**src/rtl/step_atten_ctrl.sv**
```systemverilog
module step_atten_ctrl #(
  parameter int NUM_CH = 4,
  parameter int NUM_STG = 2,
  parameter int PULSE_CYC = 2,
  parameter logic [7:0] STARTUP_QDB = 8'd80,
  localparam int CHIPS = NUM_CH * NUM_STG,
  localparam int CH_W = $clog2(NUM_CH + 1),
  localparam int ST_W = $clog2(NUM_STG + 1)
) (
  input  logic             clk,
  input  logic             rst_n,
  input  logic             req_valid,
  output logic             req_ready,
  input  logic             req_write,
  input  logic [CH_W-1:0]  req_chan,
  input  logic [ST_W-1:0]  req_stage,
  input  logic [7:0]       req_qdb,
  input  logic [1:0]       req_sel,
  output logic             done,
  output logic [1:0]       status,
  output logic [7:0]       rd_qdb,
  output logic             ser_data,
  output logic             ser_clk,
  output logic [CHIPS-1:0] latch
);
  localparam int IW = (CHIPS > 1) ? $clog2(CHIPS) : 1;
  localparam int PW = $clog2(PULSE_CYC + 1);
  localparam logic [1:0] ST_OK = 2'd0, ST_NODEV = 2'd1, ST_RANGE = 2'd2, ST_INVAL = 2'd3;

  logic          busy, hi, lat;
  logic [PW-1:0] cnt;
  logic [2:0]    bitn;
  logic [5:0]    word_q;
  logic [IW-1:0] chip_q;
  logic [7:0]    cur_q [CHIPS];

  logic          addr_ok, range_ok, sel_ok, phase_end;
  logic [IW-1:0] req_idx;

  assign addr_ok   = (int'(req_chan) < NUM_CH) && (int'(req_stage) < NUM_STG);
  assign range_ok  = !req_qdb[7];
  assign sel_ok    = (req_sel < 2'd2);
  assign req_idx   = IW'(int'(req_chan) * NUM_STG + int'(req_stage));
  assign phase_end = (cnt == PW'(PULSE_CYC - 1));

  assign req_ready = !busy;
  assign ser_clk   = busy && hi && !lat;
  assign ser_data  = busy && !lat && word_q[3'd5 - bitn];
  assign latch     = (busy && lat) ? (CHIPS'(1) << chip_q) : '0;

  always_ff @(posedge clk) begin
    if (!rst_n) begin
      busy <= 1'b0; hi <= 1'b0; lat <= 1'b0; cnt <= '0; bitn <= '0;
      word_q <= '0; chip_q <= '0; done <= 1'b0; status <= ST_OK; rd_qdb <= '0;
      for (int i = 0; i < CHIPS; i++) cur_q[i] <= '0;
    end else begin
      done <= 1'b0;
      if (!busy) begin
        if (req_valid) begin
          if (!addr_ok) begin
            done <= 1'b1; status <= ST_NODEV; rd_qdb <= '0;
          end else if (req_write) begin
            if (!range_ok) begin
              done <= 1'b1; status <= ST_RANGE; rd_qdb <= '0;
            end else begin
              busy <= 1'b1; hi <= 1'b0; lat <= 1'b0; cnt <= '0; bitn <= '0;
              word_q <= req_qdb[7:2]; chip_q <= req_idx;
            end
          end else if (!sel_ok) begin
            done <= 1'b1; status <= ST_INVAL; rd_qdb <= '0;
          end else begin
            done <= 1'b1; status <= ST_OK;
            rd_qdb <= (req_sel == 2'd0) ? cur_q[req_idx] : STARTUP_QDB;
          end
        end
      end else if (!phase_end) begin
        cnt <= cnt + 1'b1;
      end else begin
        cnt <= '0;
        if (lat) begin
          busy <= 1'b0; lat <= 1'b0; done <= 1'b1; status <= ST_OK;
          rd_qdb <= {word_q, 2'b00};
          cur_q[chip_q] <= {word_q, 2'b00};
        end else if (!hi) begin
          hi <= 1'b1;
        end else begin
          hi <= 1'b0;
          if (bitn == 3'd5) lat <= 1'b1;
          else bitn <= bitn + 1'b1;
        end
      end
    end
  end

  p_one_strobe_r6: assert property (@(posedge clk) disable iff (!rst_n) $onehot0(latch));
  p_strobe_clk_low_r6: assert property (@(posedge clk) disable iff (!rst_n) (|latch) |-> !ser_clk);
  p_data_hold_r5: assert property (@(posedge clk) disable iff (!rst_n) ser_clk |-> $stable(ser_data));
  p_done_idle_r8: assert property (@(posedge clk) disable iff (!rst_n) done |-> req_ready);
  p_write_busy_r8: assert property (@(posedge clk) disable iff (!rst_n)
    (req_valid && req_ready && req_write && addr_ok && range_ok) |=> !req_ready);
  p_reject_quiet_r3: assert property (@(posedge clk) disable iff (!rst_n)
    (req_valid && req_ready && req_write && addr_ok && !range_ok) |=> (req_ready && !ser_clk && latch == '0));
  p_nodev_code_r4: assert property (@(posedge clk) disable iff (!rst_n)
    (req_valid && req_ready && !addr_ok) |=> (done && status == ST_NODEV));
endmodule

```
**config.mk**
```make
export PLATFORM = sky130hd
export DESIGN_NAME = step_atten_ctrl
export DESIGN_NICKNAME = d
export VERILOG_FILES = /design/src/rtl/step_atten_ctrl.sv
export SDC_FILE = /design/constraint.sdc
export NUM_CORES = 1
export LEC_CHECK = 0
export BUFFER_PORTS_ARGS = -buffer_cell sky130_fd_sc_hd__buf_2
export CAP_MARGIN = 20
export CORE_UTILIZATION = 30
export CTS_CLUSTER_DIAMETER = 60
export DETAILED_ROUTE_END_ITERATION = 8
export SKIP_CTS_REPAIR_TIMING = 1
export SYNTH_ARGS = -nofsm -noshare
export SYNTH_HDL_FRONTEND = slang
export SYNTH_SLANG_ARGS = --single-unit
```
**constraint.sdc**
```tcl
create_clock -name clk -period 2.61 [get_ports clk]
set_clock_uncertainty 0.15 [all_clocks]
set_input_delay 0.1305 -clock clk [delete_from_list [all_inputs] [get_ports clk]]
set_output_delay 0.1305 -clock clk [all_outputs]
set_load 0.01 [all_outputs]
```
==> results_dict.tcl <==
set metrics [dict create \
    fin_crit_ps 2180 \
    ctsHtreeMaxLevel 3 \
    seq_area_sq_um 1682 \
    vias 2368 \
    end_kind "flip-flop" \
    status "complete, no violations" \
    clock_latency_ps 330 \
    fmax_ghz 0.4587 \
    hold_viol_final 0 \
    core_area_sq_um 10370 \
    cap_viol_max_count 0 \
    setup-violations-final 0 \
    cts_tree "yes" \
    grt_pass1_wl_microns 11950 \
    syn_to_final_growth_pct 18.52 \
    clock-sinks 64 \
    synth.most_common_cell "and2_1" \
    slowest_delay_ps 470 \
    max_slew_margin_pct 53.73 \
    wl_microns 7275 \
    worst-setup-path-type "reg -> reg" \
    die_y_microns 105.4 \
    ys_types 42 \
    ys_seq_elements 64 \
    nets 363 \
    die_w_microns 105.4 \
    grt_max_degree 24 \
    place_hpwl_microns 5205 \
    arrival_ps 2050 \
    synth_flop_cell "edfxtp_1" \
    clk_pin_slew_ps 70 \
    dr.pass1.iters 4 \
    startpoint_type "flip-flop" \
    die_area_sq_um 11120 \
    post-route-period-util_pct 83.54 \
    slew_viol_final 0 \
    required_ps 2480 \
    leakagePower_nw 1.374 \
    diodes 0 \
    drive_gt1_share_pct 20.81 \
    async_reset_ff_share_pct 0 \
    grt_pass1_vias 2333 \
    fillCellCount 1029 \
    synth.top_cells.by_count "and2_1, edfxtp_1, dfxtp_1, nand2_1, nor2_1" \
    drt_iter0_markers 135 \
    ir_worst_vdd_mv 0.2040 \
    synth_warnings 0 \
    grt_overflow_total 0 \
    row_count 37 \
    min_path_type "in -> reg" \
    synth_edf_count 40 \
    worstMarginPinSlew_ps 686.8 \
    avgRoutedWirePerCell_microns 15.09 \
    cts_buffers 9 \
    synth_area_sq_um 3209 \
    path_max_fanout 7 \
    root_buffer "clkbuf_8" \
    pwr_density_cell_nw_per_um2 584.9 \
    syn-instance-count 299 \
    antenna_found_initial 0 \
    gr-usage-all-layers_pct 14.24 \
    clock_path_buffers 2 \
    synth_top_area_share_pct 37.43 \
    gp_congestion 0.7474 \
    ant_nets 0 \
    multi_input_area_sq_um 1421 \
    yosys-top-cells-area "edfxtp_1, dfxtp_1, and2_1" \
    drc 0 \
    cp_cell_sequence "and4b_1 -> nand3_1 -> nor3_1 -> nand2b_1" \
    start_util_pct 30.95 \
    yosysSeqAreaShare_pct 52.40 \
    tns_ps 0 \
    yosysTopAreaCell "edfxtp_1" \
    timing.hold.ws_ps 29.56 \
    io_pins 41 \
    syn_avg_cell_area_sq_um 10.73 \
    rsz0062_at_grt "no" \
    portBuffers 35 \
    vias_per_cell 4.913 \
    crit_path_top_delay_cell "nor3_1" \
]
-- per-stage QoR --
stage               power [mW]  util [%]  std cells  instance area [sq um]  setup WS, ps
finish                   2.225     36.68        482                   3804         429.7
global placement         1.323     34.16        461                   3542         466.1
detailed placement       1.328     34.16        461                   3542         422.1
global route             2.312     36.68        482                   3804         255.4
floorplan                1.259         -        301                   3217         760.2
CTS                      2.238     36.20        477                   3754         400.4
-- worst max-delay path: cells and delay by family, from the launching register on --
| kind | cells | cell delay, ps |
|---|---|---|
| flip-flops | 1 | 420 |
| AND/OR/NAND/NOR | 4 | 1300 |
-- layout by cell type (no fill, tap or decap), drive strengths merged, types with 4 or more instances in the layout --
cell	instances
buf	45
and2	42
edfxtp	40
nand2	24
dfxtp	24
nor2	20
a21oi	18
o21ai	12
mux2i	12
nor3b	10
nor3	10
clkbuf	10
nand2b	7
mux4	7
nand4	6
or3	5
nand3b	5
dlygate4sd3	5
inv	4
a31oi	4
-- where the power goes --
group / switching (mW) / internal, mW
Combinational: 0.106 / 0.0829
Sequential: 0.0179 / 1.10
Clock: 0.381 / 0.533
Total: 0.505 / 1.72
-- layout make-up --
type	count	share of cell area, %
well taps	136	4.474
multi-input cells	211	37.37
inverters	5	0.4934
clock inverters	6	2.204
flip-flops and latches	64	44.21
clock buffers	10	3.355
repair buffers	50	7.895
-- sequential cells by signal (all words and copies together), names as in the netlist --
signal and count:
rd_qdb 5, chip_q 3, hi 1, cur_q 40, cnt 2, status 2, lat 1, bitn 3
done 1, busy 1, word_q 5
-- worst paths after layout --
path | startpoint | to | slack, ps | cells after the start
setup / recovery | cnt[0]$_SDFFE_PN0P_ | cur_q[1][1]$_SDFFCE_PN0P_ | 430 | 4
hold / removal | req_chan[2] | rd_qdb[3]$_SDFFE_PN0P_ | 30 | 4
setup reg to reg | cnt[0]$_SDFFE_PN0P_ | cur_q[1][1]$_SDFFCE_PN0P_ | 430 | 4
hold reg to reg | bitn[2]$_SDFFE_PN0P_ | bitn[2]$_SDFFE_PN0P_ | 330 | 2
-- cell families (layout without fill, tap and decap cells) --
logic type	count (synthesis)	in the layout	synth area share, %
AO/OA/AOI/OAI	44	44	8.266
XOR/XNOR	2	2	0.5459
adder cells (fa/ha/maj)	3	3	1.170
buffers and inverters	26	71	3.547
flip-flops	64	64	52.40
multiplexers	21	21	9.357
other	1	3	0.1168
AND/OR/NAND/NOR	138	138	24.60
-- metal layers --
metal / vias to the layer above / routed length, microns / GRT usage [%]
met5: - / 0 / 0
met4: 0 / 117 / 4.527
met3: 12 / 335 / 4.329
met2: 71 / 3559 / 23.59
met1: 1128 / 3262 / 17.67
li1: 1157 / - / -
(Power assumes the default switching activity.)
